**config.mk**
```make
export PLATFORM = sky130hd
export DESIGN_NAME = rx_idle_infer
export DESIGN_NICKNAME = d
export VERILOG_FILES = /design/src/rtl/rx_idle_infer_pkg.sv /design/src/rtl/rx_idle_infer_dp.sv /design/src/rtl/rx_idle_infer_ctrl.sv /design/src/rtl/rx_idle_infer.sv
export SDC_FILE = /design/constraint.sdc
export NUM_CORES = 1
export LEC_CHECK = 0
export ABC_AREA = 0
export CAP_MARGIN = 20
export CORE_MARGIN = 5
export CORE_UTILIZATION = 40
export DETAILED_ROUTE_END_ITERATION = 8
export DONT_BUFFER_PORTS = 1
export GPL_TIMING_DRIVEN = 0
export PLACE_DENSITY = 0.66
export SLEW_MARGIN = 5
export SYNTH_ARGS = -nofsm -noshare
export SYNTH_HDL_FRONTEND = slang
export SYNTH_SLANG_ARGS = --single-unit
```
**constraint.sdc**
```tcl
create_clock -name clk -period 3.25 [get_ports clk]
set_input_delay 0.8125 -clock clk [delete_from_list [all_inputs] [get_ports clk]]
set_output_delay 0.8125 -clock clk [all_outputs]
set_load 0.02 [all_outputs]
```
**src/rtl/rx_idle_infer_pkg.sv**
```systemverilog
package rx_idle_infer_pkg;

  typedef enum logic [1:0] {
    RULE_OFF    = 2'd0,
    RULE_ORDSET = 2'd1,
    RULE_TRAIN  = 2'd2,
    RULE_EXIT   = 2'd3
  } ruleT;

  typedef struct packed {
    logic clear;
    logic incr;
    logic fire;
  } winStrobeT;

  localparam logic [7:0] SYM_COMMA = 8'hBC;
  localparam logic [7:0] SYM_SKIP  = 8'h1C;
  localparam logic [7:0] ID_TRAIN1 = 8'h4A;
  localparam logic [7:0] ID_TRAIN2 = 8'h45;
  localparam int         TRAIN_ID_IDX = 6;

endpackage

```
**src/rtl/rx_idle_infer_dp.sv**
```systemverilog
module rx_idle_infer_dp
  import rx_idle_infer_pkg::*;
#(
  parameter int CW = 16
) (
  input  logic          clk,
  input  logic          rst,
  input  logic [7:0]    rxSym,
  input  logic          rxIsK,
  input  logic          rxValid,
  input  logic          rxIdle,
  input  logic [CW-1:0] limit,
  input  winStrobeT     strobe,
  output logic          ordsetHit,
  output logic          trainHit,
  output logic          exitHit,
  output logic          atLast,
  output logic          idlePulse
);

  localparam logic [2:0] ID_IDX = 3'(TRAIN_ID_IDX);

  logic          prevComma;
  logic          prevIdle;
  logic [2:0]    trainIdx;
  logic [CW-1:0] winCnt;
  logic          pulseQ;
  logic          commaNow;
  logic          skipNow;
  logic          idMatch;

  // symbol classification, valid cycles only
  assign commaNow = rxValid && rxIsK && (rxSym == SYM_COMMA);
  assign skipNow  = prevComma && rxValid && rxIsK && (rxSym == SYM_SKIP);
  assign idMatch  = (rxSym == ID_TRAIN1) || (rxSym == ID_TRAIN2);
  assign trainHit = (trainIdx == ID_IDX) && rxValid && !rxIsK && idMatch;
  assign ordsetHit = commaNow || skipNow;
  assign exitHit  = prevIdle && !rxIdle;

  always_ff @(posedge clk) begin
    if (rst) begin
      prevComma <= 1'b0;
      prevIdle  <= 1'b0;
      trainIdx  <= '0;
    end else begin
      prevComma <= commaNow;
      prevIdle  <= rxIdle;
      if (!rxValid) begin
        trainIdx <= '0;
      end else if (commaNow) begin
        trainIdx <= 3'd1;
      end else if (trainIdx == '0 || trainIdx == ID_IDX) begin
        trainIdx <= '0;
      end else begin
        trainIdx <= trainIdx + 3'd1;
      end
    end
  end

  // window counter and pulse register
  assign atLast = (winCnt == limit - CW'(1));

  always_ff @(posedge clk) begin
    if (rst) begin
      winCnt <= '0;
      pulseQ <= 1'b0;
    end else begin
      pulseQ <= strobe.fire;
      if (strobe.clear) begin
        winCnt <= '0;
      end else if (strobe.incr) begin
        winCnt <= winCnt + CW'(1);
      end
    end
  end

  assign idlePulse = pulseQ;

  // an invalid cycle leaves no set decode pending
  a_r6_invalid_aborts: assert property (@(posedge clk) disable iff (rst)
    !rxValid |=> (!trainHit && !skipNow));

endmodule

```
**src/rtl/rx_idle_infer_ctrl.sv**
```systemverilog
module rx_idle_infer_ctrl
  import rx_idle_infer_pkg::*;
#(
  parameter int CW      = 16,
  parameter int LIM_OS  = 32000,
  parameter int LIM_TS  = 128,
  parameter int LIM_EX1 = 200,
  parameter int LIM_EX2 = 1600
) (
  input  logic          clk,
  input  logic          rst,
  input  logic [2:0]    inferSel,
  input  logic          genSel,
  input  logic          ordsetHit,
  input  logic          trainHit,
  input  logic          exitHit,
  input  logic          atLast,
  output logic [CW-1:0] limit,
  output winStrobeT     strobe
);

  logic [3:0] cfgQ;
  logic       cfgChange;
  logic       ruleActive;
  logic       evHit;
  ruleT       rule;

  assign cfgChange = ({inferSel, genSel} != cfgQ);

  always_ff @(posedge clk) begin
    cfgQ <= {inferSel, genSel};
  end

  always_comb begin
    if (!inferSel[2])            rule = RULE_OFF;
    else if (inferSel[1:0] == 2'b00) rule = RULE_ORDSET;
    else if (inferSel[1:0] == 2'b01) rule = RULE_TRAIN;
    else                          rule = RULE_EXIT;
  end

  // the long-window exit rule exists at first speed only
  assign ruleActive = (rule != RULE_OFF) && !(inferSel[1:0] == 2'b11 && genSel);

  always_comb begin
    unique case (rule)
      RULE_ORDSET: limit = CW'(LIM_OS);
      RULE_TRAIN:  limit = CW'(LIM_TS);
      RULE_EXIT: begin
        if (inferSel[0])  limit = CW'(LIM_OS);
        else if (genSel)  limit = CW'(LIM_EX2);
        else              limit = CW'(LIM_EX1);
      end
      default:     limit = CW'(LIM_OS);
    endcase
  end

  always_comb begin
    unique case (rule)
      RULE_ORDSET: evHit = ordsetHit;
      RULE_TRAIN:  evHit = trainHit;
      RULE_EXIT:   evHit = exitHit;
      default:     evHit = 1'b0;
    endcase
  end

  always_comb begin
    strobe.fire  = ruleActive && atLast && !evHit && !cfgChange && !rst;
    strobe.clear = !ruleActive || evHit || cfgChange || strobe.fire;
    strobe.incr  = !strobe.clear;
  end

  // the exit rule at second speed never fires
  a_r5_gen2_exit_off: assert property (@(posedge clk) disable iff (rst)
    (inferSel == 3'b111 && genSel) |-> !strobe.fire);

endmodule

```
**src/rtl/rx_idle_infer.sv**
```systemverilog
module rx_idle_infer
  import rx_idle_infer_pkg::*;
#(
  parameter int CLK_MHZ    = 250,
  parameter int WINDOW_US  = 128,
  parameter int UI_PER_SYM = 10
) (
  input  logic       clk,
  input  logic       rst,
  input  logic [2:0] inferSel,
  input  logic       genSel,
  input  logic [7:0] rxSym,
  input  logic       rxIsK,
  input  logic       rxValid,
  input  logic       rxIdle,
  output logic       idlePulse
);

  localparam int LIM_OS  = CLK_MHZ * WINDOW_US;
  localparam int LIM_TS  = 1280 / UI_PER_SYM;
  localparam int LIM_EX1 = 2000 / UI_PER_SYM;
  localparam int LIM_EX2 = 16000 / UI_PER_SYM;
  localparam int MAX_A   = (LIM_OS > LIM_TS) ? LIM_OS : LIM_TS;
  localparam int MAX_B   = (LIM_EX1 > LIM_EX2) ? LIM_EX1 : LIM_EX2;
  localparam int LIM_MAX = (MAX_A > MAX_B) ? MAX_A : MAX_B;
  localparam int CW      = $clog2(LIM_MAX + 1);

  logic [CW-1:0] limit;
  winStrobeT     strobe;
  logic          ordsetHit;
  logic          trainHit;
  logic          exitHit;
  logic          atLast;

  rx_idle_infer_ctrl #(
    .CW(CW), .LIM_OS(LIM_OS), .LIM_TS(LIM_TS), .LIM_EX1(LIM_EX1), .LIM_EX2(LIM_EX2)
  ) u_ctrl (
    .clk(clk), .rst(rst), .inferSel(inferSel), .genSel(genSel),
    .ordsetHit(ordsetHit), .trainHit(trainHit), .exitHit(exitHit),
    .atLast(atLast), .limit(limit), .strobe(strobe)
  );

  rx_idle_infer_dp #(.CW(CW)) u_dp (
    .clk(clk), .rst(rst), .rxSym(rxSym), .rxIsK(rxIsK), .rxValid(rxValid),
    .rxIdle(rxIdle), .limit(limit), .strobe(strobe), .ordsetHit(ordsetHit),
    .trainHit(trainHit), .exitHit(exitHit), .atLast(atLast), .idlePulse(idlePulse)
  );

  // disabled rule never yields a pulse
  a_r1_off_silent: assert property (@(posedge clk) disable iff (rst)
    $past(!inferSel[2]) |-> !idlePulse);

  // pulse lasts a single cycle
  a_r7_single_cycle: assert property (@(posedge clk) disable iff (rst)
    idlePulse |=> !idlePulse);

  // nothing is produced right after reset
  a_r9_reset_quiet: assert property (@(posedge clk)
    $past(rst) |-> !idlePulse);

  // a comma under the skip rule suppresses the next pulse
  a_r2_comma_restarts: assert property (@(posedge clk) disable iff (rst)
    (inferSel == 3'b100 && rxValid && rxIsK && rxSym == 8'hBC) |=> !idlePulse);

endmodule

```
# Word-level counts from Yosys, hierarchy flattened
# Index checks and enable logic that the tools add are counted.
# totals
out_inout_bits,1
regBits,25
word_cells,66
# op_classes
n_mux,9
add_sub_neg,3
n_reduce_logical,34
n_eq_ne,12
n_bitwise,1
# ops
operator,n
$pmux 15 s2,1
$eq 8x7->1 const B,2
$add 15x1->15 const B,1
$eq 15x15->1,1
$logic_and 1x1->1,15
$mux 15,1
$sub 15x1->15 const B,1
$mux 11,1
$eq 8x5->1 const B,1
$eq 8x8->1 const B,1
$logic_not 1->1,7
$eq 2x2->1 const B,3
$logic_or 1x1->1,6
$eq 2x1->1 const B,2
$mux 2,2
$ne 4x4->1,1
$reduce_or 2->1,2
$reduce_or 4->1,1
$add 3x1->3 const B,1
$eq 3x3->1 const B,1
$logic_not 3->1,1
$mux 1,3
$pmux 1 s3,1
$logic_not 2->1,1
other kinds (2),2

# Logic depth before layout (Yosys ltp)
# Gate-level depths: netlist of run 1.
# logic_depth
ltp_word,14
ltp_mapped,10
depth_no_buf,9

# Modules after synthesis
# A second synthesis of run 1 with hierarchy kept.
# hier_totals
hier_cells,213
area_unflattened_um2,1755.4
# by_module_without_submodules
mod,n_inst,area_each_um2,cells_per_inst
rx_idle_infer_dp,1,1456.4,178
rx_idle_infer_ctrl,1,299.0,35

# Worst setup path after synthesis of run 1
# No wires, ideal clock.
# synth_path
path_type,input to register
start,in inferSel[0]
end,reg u_dp.winCnt[10]
stages,9
setup_slack_ns,0.603
arrival_ns,2.515
path_buffers,2
cell_sequence,buf_6 > and4bb_2 > inv_1 > ha_1 > xnor2_1 > a2111oi_0 > and4_2 > buf_6 > nor3_1
# synth_via
elab_chain_len,14
elab_cells_between_ends,30
classes_between,add/sub (1); eq/ne (7); mux (6); reduce/logical (16)
# synth_rtl
element,line,text
"start, declared",rx_idle_infer.sv:10,"input logic [2:0] inferSel,"
$eq 2x1->1,rx_idle_infer_ctrl.sv:37,else if (inferSel[1:0] == 2'b01) rule = RULE_TRAIN;
$mux 1,rx_idle_infer_ctrl.sv:37,
$mux 2,rx_idle_infer_ctrl.sv:36,else if (inferSel[1:0] == 2'b00) rule = RULE_ORDSET;
$mux 2,rx_idle_infer_ctrl.sv:35,if (!inferSel[2]) rule = RULE_OFF;
$eq 2x2->1,"rx_idle_infer_ctrl.sv:45, rx_idle_infer_ctrl.sv:58",
$pmux 15 s2,rx_idle_infer_ctrl.sv:45,unique case (rule)
$sub 15x1->15,rx_idle_infer_dp.sv:61,assign atLast = (winCnt == limit - CW'(1));
$eq 15x15->1,rx_idle_infer_dp.sv:61,
$logic_and 1x1->1 (4 in series),rx_idle_infer_ctrl.sv:67,strobe.fire = ruleActive && atLast && !evHit && !cfgChange && !rst;
$logic_or 1x1->1 (*),rx_idle_infer_ctrl.sv:68,strobe.clear = !ruleActive || evHit || cfgChange || strobe.fire;
$reduce_or 2->1 (no source line) (*),-,
"end signal, assigned",rx_idle_infer_dp.sv:72,winCnt <= winCnt + CW'(1);
"end, declared",rx_idle_infer_dp.sv:26,logic [CW-1:0] winCnt;
# Every way passes the cells marked *; elsewhere a longest branch is shown, timed or not.
# A chain may end at the register's enable or synchronous reset.

# Final worst setup path of run 1
# Ends and elaborated chain as after synthesis.

==> results of run 1 <==
==> through the flow <==
step / instance area (um^2) / worst slack (ns) / cells / total power [uW] / util, %
6_report: 1540 / 0.796 / 207 / 485 / 43.0
5_1_grt: 1540 / 0.616 / 207 / 505 / 43.0
4_1_cts: 1540 / 0.788 / 207 / 491 / 43.0
3_5_place_dp: 1510 / 0.435 / 203 / 354 / 42.3
3_3_place_gp: 1510 / 0.463 / 203 / 354 / 42.3
2_1_floorplan: 1450 / 0.603 / 155 / 350 / -
==> worst register-to-register path, cell delays in order, from the launching register on <==
cell and delay, ns:
dfxtp_1 0.38, or4_1 0.52, mux2i_1 0.14, and4_2 0.31
buf_6 0.18, nor3_1 0.07
==> cells by family (layout without fill, tap and decap cells) <==
family          Yosys count  count (layout)  share of synthesized area, %
simple gates             82              82                          34.7
buf+inv                  11              15                          4.65
xor+xnor                 18              18                          12.1
flops                    25              25                          34.4
compound gates           12              12                          8.43
mux                       2               2                          1.38
fa+ha+maj                 5               5                          4.30
==> Yosys cell counts, types with 2 or more instances <==
master    instances
o31ai_1           2
and2_1            2
nor4bb_1          3
xor2_1            6
nand3b_1          2
nor3_1           12
dfxtp_1          25
nand4_1           2
nor2_1           14
o211ai_1          3
nor2b_1           2
a21oi_1           3
nand3_1           7
nor3_2            7
mux2i_1           2
ha_1              5
or2_1             2
xnor2_1          11
inv_1             6
nor3b_1           3
buf_6             3
nand2_1          12
==> metal layers <==
metal  global-route usage [%]  share of wire (%)
met4                     6.17                1.9
met5                        0                  0
met3                     2.73                4.4
met2                     20.8                 50
met1                     12.5                 43
==> state kept, by name (all words and copies together), names as in the netlist <==
register and cells:
u_dp.trainIdx 3, u_ctrl.cfgQ 4, u_dp.prevIdle 1, u_dp.idlePulse 1, u_dp.winCnt 15, u_dp.prevComma 1
==> power by group <==
| group | switching [uW] | internal [uW] |
|---|---|---|
| clock network | 89.5 | 48.0 |
| logic | 17.0 | 18.3 |
| registers | 2.06 | 310 |
| total | 109 | 376 |
==> worst paths after layout <==
kind | start | to | depth (start not counted)
worst max-delay path | inferSel[0] | u_dp.winCnt[10] | 9
worst min-delay path | u_dp.winCnt[0] | u_dp.winCnt[0] | 1
worst max register to register | u_dp.winCnt[11] | u_dp.winCnt[10] | 5
worst min register to register | u_dp.winCnt[0] | u_dp.winCnt[0] | 1
==> cell type report <==
class	instances	area share, %
Inverter	6	1.46
Tap cell	48	3.90
Sequential cell	25	32.5
Clock buffer	4	1.71
Buffer	5	2.92
Multi-Input combinational cell	119	57.5
==> flow_metrics.py, run 1 <==
metrics = {
    "synth": {
        "syn_area_mm2": 0.00145,
        "synth_warnings": 0,
        "synth_area_leader_cell": "dfxtp_1",
        "synthTopCellsByArea": "dfxtp_1 34%, xnor2_1 6.6%, nor3_2 4.8%",
        "syn_inst": 155,
        "async_flop_share_pct": 0,
        "yosysSeqAreaShare_pct": 34.4,
        "syn_nets": 177,
        "synth_edf_count": 0,
        "ys_ff_latch": 25,
        "syn_area_per_cell_um2": 9.38,
        "synthDistinctLibCells": 43,
        "synth.top_cell.area_share_pct": 34.4,
        "synth_ff_type": "dfxtp_1",
    },
    "final_layout": {
        "fillCellCount": 341,
        "final_cell_mix": "25 x dfxtp_1, 14 x nor2_1, 12 x nand2_1, 12 x nor3_1, 11 x xnor2_1",
        "synthToLayoutAreaGrowth_pct": 5.94,
        "final_common_cell": "dfxtp_1",
        "drive_gt1_share_pct": 13.8,
        "nNetsFinal": 182,
        "area.sequential_um2": 500,
        "n_antenna_cell": 0,
        "multi_input_area_um2": 886,
    },
    "cts": {
        "hold_buffers": 0,
        "root_buffer": "clkbuf_4",
        "clk_latency_ns": 0.32,
        "clock_path_buffers": 2,
        "numCtsBuffers": 3,
        "cts_resized": 0,
        "clkTransAtPathRegs_ns": 0.13,
        "clock_sinks": 25,
        "cts_tree": "done",
        "postCtsSetupBuffers": 0,
        "cts_max_level": 1,
    },
    "floorplan": {
        "fp.dieW_um": 70.3,
        "io_pins": 18,
        "num_rows": 22,
        "core_region_area_mm2": 0.00358,
        "fp.dieH_um": 70.3,
        "start_util_pct": 40.6,
        "die_area_mm2": 0.00494,
    },
    "placement": {
        "dpl.hpwl_mm": 2.11,
        "port_buffers": 0,
        "gp_congestion": 0.814,
    },
    "routing": {
        "drt_first_pass_iters": 4,
        "wl_per_cell_um": 12.8,
        "drt_iter0_markers": 61,
        "routed_via_density": 5.31,
        "drc_errors": 0,
        "vias": 1100,
        "postRouteAntennaNets": 0,
        "routed_wl_mm": 2.64,
    },
    "timing": {
        "max_freq_ghz": 0.407,
        "min_period_ns": 2.45,
        "hold_viol": 0,
        "maxSlewViolCount": 0,
        "skew_ns": 0.00695,
        "setup_viol": 0,
        "setup_tns_ns": 0,
        "max_slew_margin_pct": 73.7,
        "hold_slack_ns": 0.481,
        "tightest_slew_ns": 0.394,
        "min_period_over_period_pct": 75.5,
        "rsz0062_at_grt": "false",
    },
    "worst_setup_path": {
        "cpMostUsedCell": "buf_6",
        "crit_family": "simple AND/OR/NAND/NOR gates",
        "slowest_stage": "and4_2",
        "critical-path-max-stage-delay_ns": 0.36,
        "critPathMaxFanout": 10,
        "cp.required_ns": 3.46,
        "crit_path_end_kind": "flop",
        "worst-setup-path-type": "in2reg",
        "arrival_ns": 2.66,
        "r2r_setup_slack_ns": 1.53,
        "worst-path-buf-inv": 3,
        "start_kind": "input pin",
        "crit_chain": "buf_6 -> and4bb_2 -> inv_1 -> ha_1 -> xnor2_1 -> a2111oi_0 -> and4_2 -> buf_6 -> nor3_1",
    },
    "global_route": {
        "gr-total-overflow": 0,
        "grt_util_all_layers_pct": 11.6,
        "grt_pass1_wl_mm": 4.73,
        "antenna_found_initial": 0,
        "grt_pass1_vias": 1092,
        "grt_max_degree": 14,
    },
    "pwr": {
        "irDropWorstVdd_mv": 0.110,
        "power_per_cell_area_mw_per_mm2": 315,
        "leakagePower_uw": 0.000469,
    },
    "hold_path": {
        "hold_path.class": "reg2reg",
    },
    "run": {
        "cap_viol_max_count": 0,
    },
    "status": {
        "status": "complete, no violations",
    },
}
Note: power is estimated with default switching activity, not from simulation.
==> run 2: changes to the inputs <==
PLACE_DENSITY = 0.68   (was 0.66)
clock period = 2.2 ns   (was 3.25 ns; I/O delays follow)
==> run 2 against run 1 <==
Net effect:
- non-clock buffer count grew 2
- final area increased by 2.8%
- via count down 0.18%
- setup slack worse by 0.66 ns
- core utilization is 1.2 points higher
==> flow_metrics.py, run 2 (synthesis gave the netlist of run 1 again) <==
metrics = {
    "status": {
        "status": "complete, no violations",
    },
    "floorplan": {
        "io_pins": 18,
        "die_area_mm2": 0.00494,
        "start_util_pct": 40.6,
        "core_region_area_mm2": 0.00358,
        "num_rows": 22,
        "fp.dieW_um": 70.3,
        "fp.dieH_um": 70.3,
    },
    "timing": {
        "max_slew_margin_pct": 70.3,
        "hold_viol": 0,
        "maxSlewViolCount": 0,
        "max_freq_ghz": 0.484,
        "min_period_over_period_pct": 93.9,
        "setup_ws_ns": 0.134,
        "setup_viol": 0,
        "tightest_slew_ns": 0.445,
        "hold_slack_ns": 0.226,
        "min_period_ns": 2.07,
        "skew_ns": 0.0219,
        "setup_tns_ns": 0,
    },
    "placement": {
        "dpl.hpwl_mm": 2.18,
        "place_ws_ns": -0.260,
        "port_buffers": 0,
        "placement.cell_area_mm2": 0.00154,
        "gp_congestion": 0.851,
    },
    "cts": {
        "clkTransAtPathRegs_ns": 0.15,
        "clock_sinks": 25,
        "numCtsBuffers": 3,
        "root_buffer": "clkbuf_4",
        "clock_path_buffers": 2,
        "cts_tree": "done",
        "cts_max_level": 1,
        "clk_latency_ns": 0.33,
        "hold_buffers": 0,
    },
    "run": {
        "cap_viol_max_count": 0,
    },
    "pwr": {
        "clkPwrFrac_pct": 29.3,
        "seqPwrFrac_pct": 63.2,
        "p_int_uw": 556,
        "irDropWorstVdd_mv": 0.291,
        "leakagePower_uw": 0.000487,
        "switchingPower_uw": 173,
        "combPwrFrac_pct": 7.5,
        "sw_frac_of_total_pct": 23.7,
        "power_per_cell_area_mw_per_mm2": 461,
    },
    "final_layout": {
        "largest_reg_flops": 15,
        "n_antenna_cell": 0,
        "synthToLayoutAreaGrowth_pct": 8.95,
        "drive_gt1_share_pct": 17.4,
        "top_register": "u_dp.winCnt",
        "largestRegisters": "u_dp.winCnt: 15 flops, u_ctrl.cfgQ: 4 flops, u_dp.trainIdx: 3 flops",
        "nNetsFinal": 184,
        "fin_area_mm2": 0.00158,
        "final_cell_mix": "25 x dfxtp_1, 14 x nor2_1, 12 x nand2_1, 11 x xnor2_1, 10 x nor3_2",
        "final_common_cell": "dfxtp_1",
    },
    "routing": {
        "drt_first_pass_iters": 4,
        "postRouteAntennaNets": 0,
        "routed_via_density": 5.25,
        "drt_iter0_markers": 63,
        "vias": 1098,
        "drc_errors": 0,
        "routed_wl_mm": 2.71,
        "wl_per_cell_um": 13.0,
    },
    "worst_setup_path": {
        "critPathMaxFanout": 10,
        "cp.required_ns": 2.42,
        "crit_path_end_kind": "flop",
        "slowest_stage": "and4bb_2",
        "critical-path-max-stage-delay_ns": 0.31,
        "crit_family": "simple AND/OR/NAND/NOR gates",
        "worst-path-buf-inv": 3,
        "crit_chain": "buf_12 -> and4bb_2 -> inv_1 -> ha_1 -> xor2_1 -> xnor2_1 -> o31ai_1 -> and4_2 -> buf_6 -> nor3_2",
        "start_kind": "input pin",
        "worst-setup-path-type": "in2reg",
        "r2r-end": "u_dp.winCnt[0]",
        "r2r_cells": 6,
        "r2r_setup_slack_ns": 0.44,
        "r2r-start": "u_dp.winCnt[0]",
        "arrival_ns": 2.29,
    },
    "hold_path": {
        "hold_end": "u_ctrl.cfgQ[1]",
        "hold_path_startpoint": "inferSel[0]",
        "min_path_cells": 0,
        "hold_path.class": "in2reg",
    },
    "global_route": {
        "grt_util_all_layers_pct": 12.2,
        "gr-total-overflow": 0,
        "grt_pass1_wl_mm": 4.98,
        "antenna_found_initial": 0,
        "grt_max_degree": 16,
        "grt_pass1_vias": 1138,
    },
}
run 2: power by group through the flow:
| stage | logic (uW) | clock network (uW) | registers [uW] |
|---|---|---|---|
| 6_report | 54.5 | 214 | 461 |
| 5_1_grt | 60.4 | 251 | 462 |
| 4_1_cts | 54.8 | 226 | 461 |
| 3_5_place_dp | 54.6 | 0 | 471 |
| 3_3_place_gp | 53.6 | 0 | 470 |
| 2_1_floorplan | 48.5 | 0 | 470 |
run 2: area by class of cell:
| cell class | count | area [um^2] |
|---|---|---|
| fillers | 362 | 1990 |
| multi-input cells | 119 | 902 |
| flip-flops and latches | 25 | 500 |
| well taps | 48 | 60.1 |
| plain buffers | 5 | 53.8 |
| clock buffers | 3 | 22.5 |
| inverters | 6 | 22.5 |
| repair buffers | 2 | 15.0 |
| clock inverters | 1 | 7.51 |
run 2: worst max-delay path by stage:
stage / end / startpoint / depth (start not counted) / slack [ns]
after floorplan: u_dp.winCnt[10] / inferSel[0] / 9 / -0.08
after global placement: u_dp.winCnt[10] / inferSel[0] / 9 / -0.22
after detailed placement: u_dp.winCnt[10] / inferSel[0] / 9 / -0.26
after CTS: u_dp.winCnt[0] / inferSel[0] / 9 / 0.1
after global routing: u_dp.winCnt[3] / inferSel[0] / 10 / -0.003
final: u_dp.winCnt[0] / inferSel[0] / 10 / 0.13
run 2: through the flow:
stage / utilization, % / power [uW] / instances
floorplan: - / 519 / 155
global placement: 43.0 / 524 / 203
detailed placement: 43.0 / 526 / 203
CTS: 43.8 / 742 / 207
global route: 44.3 / 773 / 209
finish: 44.3 / 730 / 209
run 2: what timing repair did:
item / CTS / global route
resized for setup: 0 / 1
setup endpoints to repair: 0 / 10
setup buffers: 0 / 2
run 2: layer usage:
metal | part of all wire [%] | wire (um) | track usage (%) | vias up
li1 | - | - | - | 561
met1 | 42 | 1140 | 13.1 | 526
met2 | 54 | 1470 | 23.4 | 9
met4 | 0.85 | 23 | 3.19 | 0
met5 | 0 | 0 | 0 | -
met3 | 2.7 | 74 | 3.02 | 2
